===== src/rtl/l1_activation_ctrl.sv =====
module l1_activation_ctrl #(
  parameter int IDLE_FRAMES = 8
) (
  input  logic       clk,
  input  logic       rst_n,
  input  logic       is_nt,
  input  logic       frame_tick,
  input  logic       rx_sync,
  input  logic [1:0] rx_class,
  input  logic       rx_abit,
  input  logic       act_req,
  input  logic       deact_req,
  output logic [2:0] tx_class,
  output logic       tx_abit,
  output logic       payload_en,
  output logic       active
);
  localparam int CW = $clog2(IDLE_FRAMES + 1);

  typedef enum logic [2:0] {S_DEACT, S_WAKE, S_AWAIT, S_SYNC, S_ACTIVE} st_t;
  st_t st, st_nx;
  logic [CW-1:0] idle_cnt;

  wire rx_idle  = (rx_class == 2'd0);
  wire rx_data  = rx_sync && (rx_class == 2'd3);
  wire idle_out = frame_tick && rx_idle && (st != S_DEACT) &&
                  (idle_cnt == CW'(IDLE_FRAMES - 1));

  always_ff @(posedge clk or negedge rst_n)
    if (!rst_n)                                         idle_cnt <= '0;
    else if (st == S_DEACT || !rx_idle || idle_out)     idle_cnt <= '0;
    else if (frame_tick)                                idle_cnt <= idle_cnt + 1'b1;

  always_comb begin
    st_nx = st;
    if (deact_req || idle_out) st_nx = S_DEACT;
    else if (is_nt) begin
      case (st)
        S_DEACT:  if (act_req || rx_class == 2'd1) st_nx = S_AWAIT;
        S_AWAIT:  if (rx_data) st_nx = S_ACTIVE;
        S_ACTIVE: if (!rx_sync) st_nx = S_AWAIT;
        default:  st_nx = S_DEACT;
      endcase
    end else begin
      case (st)
        S_DEACT:  if (rx_sync) st_nx = S_SYNC; else if (act_req) st_nx = S_WAKE;
        S_WAKE:   if (rx_sync) st_nx = S_SYNC;
        S_SYNC:   if (!rx_sync) st_nx = S_WAKE; else if (rx_abit) st_nx = S_ACTIVE;
        S_ACTIVE: if (!rx_sync) st_nx = S_WAKE; else if (!rx_abit) st_nx = S_SYNC;
        default:  st_nx = S_DEACT;
      endcase
    end
  end

  always_ff @(posedge clk or negedge rst_n)
    if (!rst_n) st <= S_DEACT;
    else        st <= st_nx;

  always_comb begin
    case (st)
      S_WAKE:   tx_class = 3'd1;
      S_AWAIT:  tx_class = 3'd2;
      S_SYNC:   tx_class = 3'd3;
      S_ACTIVE: tx_class = is_nt ? 3'd4 : 3'd3;
      default:  tx_class = 3'd0;
    endcase
  end

  assign active     = (st == S_ACTIVE);
  assign tx_abit    = active && is_nt;
  assign payload_en = active || (st == S_SYNC);
endmodule



===== config.mk =====
export PLATFORM = sky130hd
export DESIGN_NAME = l1_activation_ctrl
export DESIGN_NICKNAME = d
export VERILOG_FILES = /design/src/rtl/l1_activation_ctrl.sv
export SDC_FILE = /design/constraint.sdc
export NUM_CORES = 1
export LEC_CHECK = 0
export CAP_MARGIN = 20
export CELL_PAD_IN_SITES_DETAIL_PLACEMENT = 1
export CELL_PAD_IN_SITES_GLOBAL_PLACEMENT = 1
export CORE_MARGIN = 2
export CORE_UTILIZATION = 31
export CTS_BUF_LIST = sky130_fd_sc_hd__clkbuf_8
export CTS_CLUSTER_SIZE = 28
export DETAILED_ROUTE_END_ITERATION = 10
export PLACE_DENSITY = 0.73
export SLEW_MARGIN = 10
export SYNTH_ARGS = -nofsm -noshare
export SYNTH_HDL_FRONTEND = slang
export SYNTH_SLANG_ARGS = --single-unit

===== constraint.sdc =====
create_clock -name clk -period 1.6 [get_ports clk]
set_input_delay 0.24 -clock clk [delete_from_list [all_inputs] [get_ports clk]]
set_output_delay 0.24 -clock clk [all_outputs]
set_load 0.005 [all_outputs]

Yosys cells after proc, flatten, opt, wreduce, memory -nomap -nowiden
Index checks and enable logic that the tools add are counted.

Output and inout bits: 6. Input port bits: 10. Flip-flop bits (word level): 7. Logic and storage cells: 51.

Reduce and logical (&&, ||, !) cells: 16. Equality and inequality tests: 14. Muxes and demuxes: 18. Add/subtract/negate cells: 1.

Operator list (number): $mux W3 (13); $pmux W3 S4 (2); $pmux W3 S3 (1); $mux W4 (2); $ne A4 B3 Y1 const B (2); $ne A4 B4 Y1 const B (2); $reduce_and A7 Y1 (1); $eq A3 B2 Y1 const B (2); $logic_and A1 B1 Y1 (5); $logic_or A1 B1 Y1 (5); $ne A5 B4 Y1 const B (1); $ne A5 B5 Y1 const B (1); $add A4 B1 Y4 const B (1); $eq A4 B3 Y1 const B (1); $ne A4 B2 Y1 const B (1); $eq A3 B1 Y1 const B (1); $eq A3 B3 Y1 const B (1); $logic_not A3 Y1 (1); $reduce_bool A3 Y1 (1); $eq A2 B1 Y1 const B (1); $eq A2 B2 Y1 const B (1); $logic_not A2 Y1 (1); $reduce_bool A2 Y1 (1); $logic_not A1 Y1 (1).

Longest topological paths before layout
Depth after elaboration: 7. Mapped depth: 7. Depth with buffers taken out: 5.

Worst setup path before layout
Ideal clock, no wire load.

Path type: register to register. Start point: register st[2]. End point: register st[1]. Required time: 1527 ps. Period minus slack after synthesis: 1738 ps. Library setup time: 73 ps. Arrival time: 1665 ps. Setup slack: -138 ps. Stages on the path, launching flop included: 7. Path buffers: 1. Path through: dfrtp_1 or3b_1 clkbuf_1 o32ai_1 or3_4 or3_1 a21oi_2.

Word-level cells in the longest chain between the ends: 6. Elaborated cells on any way between the ends: 21. Classes of those cells: eq/ne (11); mux (4); reduce/logical (6).

Ends and longest elaborated chain: start: declaration (line 21) `st_t st, st_nx;`; start signal: assignment (line 57) `else st <= st_nx;`; $reduce_bool A3 Y1 (line 26) `wire idle_out = frame_tick && rx_idle && (st != S_DEACT) &&`; $logic_and A1 B1 Y1 (2 in a row) (line 26); $logic_or A1 B1 Y1 (line 36) `if (deact_req || idle_out) st_nx = S_DEACT;`; $ne A5 B5 Y1 (no line), or another cell as far along; $reduce_and A7 Y1 (no line).

Parallel ways exist; a longest one is shown, timed or not. A chain may end at the register's enable or synchronous reset.

Worst setup path after layout
Start point: register st[1]. End point: register st[1].

The elaborated chain is that of the path after synthesis.

==> results.toml <==
[global_routing]
grt_overflow = 0
busiest_layer = "met2"
grt_max_degree = 9
grt_pass1_wl_mm = 2.92
track_usage_pct = 20.3
grt_pass1_vias = 605
antenna_found_initial = 0
grtUsageMet1_pct = 29.5
met2_usage_pct = 30.1
gr-usage-met3_pct = 1.19

[routing]
wirelength_mm = 1.80
drc = 0
dr.pass1.iters = 4
vias = 587
wl_per_cell_um = 16.3
postRouteAntennaNets = 0
drt_iter0_drc = 8
vias_per_cell = 5.34

[synth]
seq_area_frac_synth_pct = 32.6
synthFlopType = "dfrtp_1"
syn-num-nets = 73
synth.distinct_cells = 34
synth_edf_count = 0
netlist_top_cells_area = "dfrtp_1 33%, nor2_1 5.6%, o21ai_0 4.7%"
yosysMostFrequentCell = "nor2_1"
ys_async_sr_fraction_pct = 100
synth_top_area_share_pct = 32.6
yosys_warnings = 0
synthTopCellsByCount = "8 x nor2_1, 7 x dfrtp_1, 5 x o21ai_0"
avgSynthCellArea_um2 = 8.66
syn_area_um2 = 537
synth_top_area_cell = "dfrtp_1"
yosys_register_bits = 7
netlist_instances = 62

[layout]
syn_to_final_growth_pct = 63.2
diodes = 0
finalInstanceArea_um2 = 876
drive_above_1_share_pct = 40.9
final_net_count = 105
final_cells = 110

[placement]
port_buffers = 15
routabilityCongestion = 0.747
dp_cells = 100
dpl_cell_area_um2 = 759
hpwlAfterDp_mm = 1.20

[cts]
clk_latency_ns = 0.24
cts-root-buf = "clkbuf_8"
cts_hold_buffers = 0
cts_tree = "yes"
clk_pin_slew_ns = 0.05
cts_sinks = 7
cts_buffer_depth = 2
cts_made_buffers = 3
h-tree-depth = 1

[floorplanning]
core_area_um2 = 1670
fp-row-count = 15
io_pins = 16
start_util_pct = 32.1
die_width_um = 45.6
die_h_um = 45.6
dieArea_um2 = 2080

[sta]
finClkSkew_ns = 0.00604
layout_min_cycle_time_ns = 1.76
fmax_mhz = 567
hold_viol_final = 0
holdWs_ns = 0.264
setup_tns_ns = -0.554
setup_viol_count_final = 7
worst_pin_slew_ns = 0.324
maxSlewHeadroom_pct = 78.3
period_share_pct = 110
fin_ws_ns = -0.164
rsz0062_at_grt = "true"
final_max_slew_viol_count = 0

[power_and_ir_drop]
powerDensity_nw_per_um2 = 862
power_leakage_nw = 0.401
design_power_total_mw = 0.755
ir_drop_uv = 513

[setup_path]
worstSetupEndpointType = "register"
critPathRequiredTime_ns = 1.77
cp_cell_sequence = "buf_6 > or2b_1 > buf_6 > o32ai_2 > or3_4 > or3_1 > a21oi_2"
cp_slowest_cell = "dfrtp_1"
crit_fanout = 7
start_kind = "register"
r2r_end = "st[1]"
r2r_cells = 7
reg2reg_slack_ns = -0.16
arrival_ns = 1.93
slowest_delay_ns = 0.38
rr_startpoint = "st[1]"
critPathMostFrequentCell = "buf_6"
path_class = "reg2reg"

[run_status]
status = "complete, but fails checks"
violations = "setup timing"

[run]
drv_cap = 0

[min_path]
hold_class = "in2async"
-- per-layer routing --
layer	vias to the layer above	routed length, µm
met1	287	847
met3	5	46
met5	-	0
met2	14	868
li1	281	-
met4	0	36
-- how the worst max path moves through the flow --
stage,startpoint,end,slack (ns)
3_5_place_dp,is_nt,st[1],-0.43
3_3_place_gp,is_nt,st[1],-0.40
2_1_floorplan,st[2],st[1],-0.04
5_1_grt,rx_sync,st[1],-0.24
6_report,st[1],st[1],-0.16
4_1_cts,st[0],tx_class[1],-0.18
-- critical path, delay by kind of cell, from the launching register on --
kind,cells,cell delay [ns]
simple gates,3,0.88
flops,1,0.38
buf+inv,2,0.25
compound gates,2,0.19
-- cell families after synthesis --
group	count (synthesis)	synth area share, %
fa+ha+maj	1	2.33
mux	2	3.73
compound gates	14	17.5
simple gates	28	31.2
buf+inv	7	7.69
flops	7	32.6
xor+xnor	3	4.90
-- timing repair --
| action | in CTS | in global routing |
|---|---|---|
| hold endpoints to repair | 0 | 0 |
| pin swaps | 2 | 3 |
| buffers inserted | 6 | 1 |
| resized for setup | 36 | 6 |
| setup endpoints to repair | 9 | 10 |
| cloned | 0 | 0 |
-- final cells by class --
cell class              count  area [µm²]
inverters                   3        15.0
clock inverters             1        3.75
repair buffers             31         262
flip-flops and latches      7         175
fillers                   209         795
multi-input cells          48         358
well taps                  17        21.3
clock buffers               3        41.3
-- flip-flops by register name, indices dropped and copies added, names as in the netlist --
name,flops
st,3
idle_cnt,4
-- layout by cell type (no fill, tap or decap), drive strengths merged --
| master | instances |
|---|---|
| buf | 22 |
| clkdlybuf4s50 | 8 |
| nor2 | 8 |
| dfrtp | 7 |
| o21ai | 5 |
| nand2 | 4 |
| inv | 3 |
| clkbuf | 3 |
| or3 | 3 |
| a21oi | 3 |
| nand2b | 2 |
| xor2 | 2 |
| mux2i | 2 |
| or3b | 1 |
| clkinvlp | 1 |
| or2b | 1 |
| o22ai | 1 |
| nor3 | 1 |
| nand4b | 1 |
| o21bai | 1 |
| and3 | 1 |
| nor2b | 1 |
| nor4bb | 1 |
| nand3 | 1 |
| a32o | 1 |
| or4 | 1 |
| or2 | 1 |
| o32ai | 1 |
| nand4 | 1 |
| o32a | 1 |
| xnor2 | 1 |
| o31ai | 1 |
| ha | 1 |
| dlygate4sd2 | 1 |
-- stage by stage --
| step | utilization (%) | setup slack [ns] |
|---|---|---|
| finish | 52.4 | -0.164 |
| global route | 52.4 | -0.243 |
| CTS | 52.1 | -0.179 |
| detailed placement | 45.5 | -0.426 |
| global placement | 45.5 | -0.400 |
| floorplan | - | -0.0384 |
-- power breakdown --
group          switching (mW)  internal, mW  leakage (nW)
sequential            0.00935         0.190        0.0958
combinational           0.132         0.166         0.279
clock                  0.0910         0.167        0.0269
No activity file was read; power rests on OpenSTA's default activity.
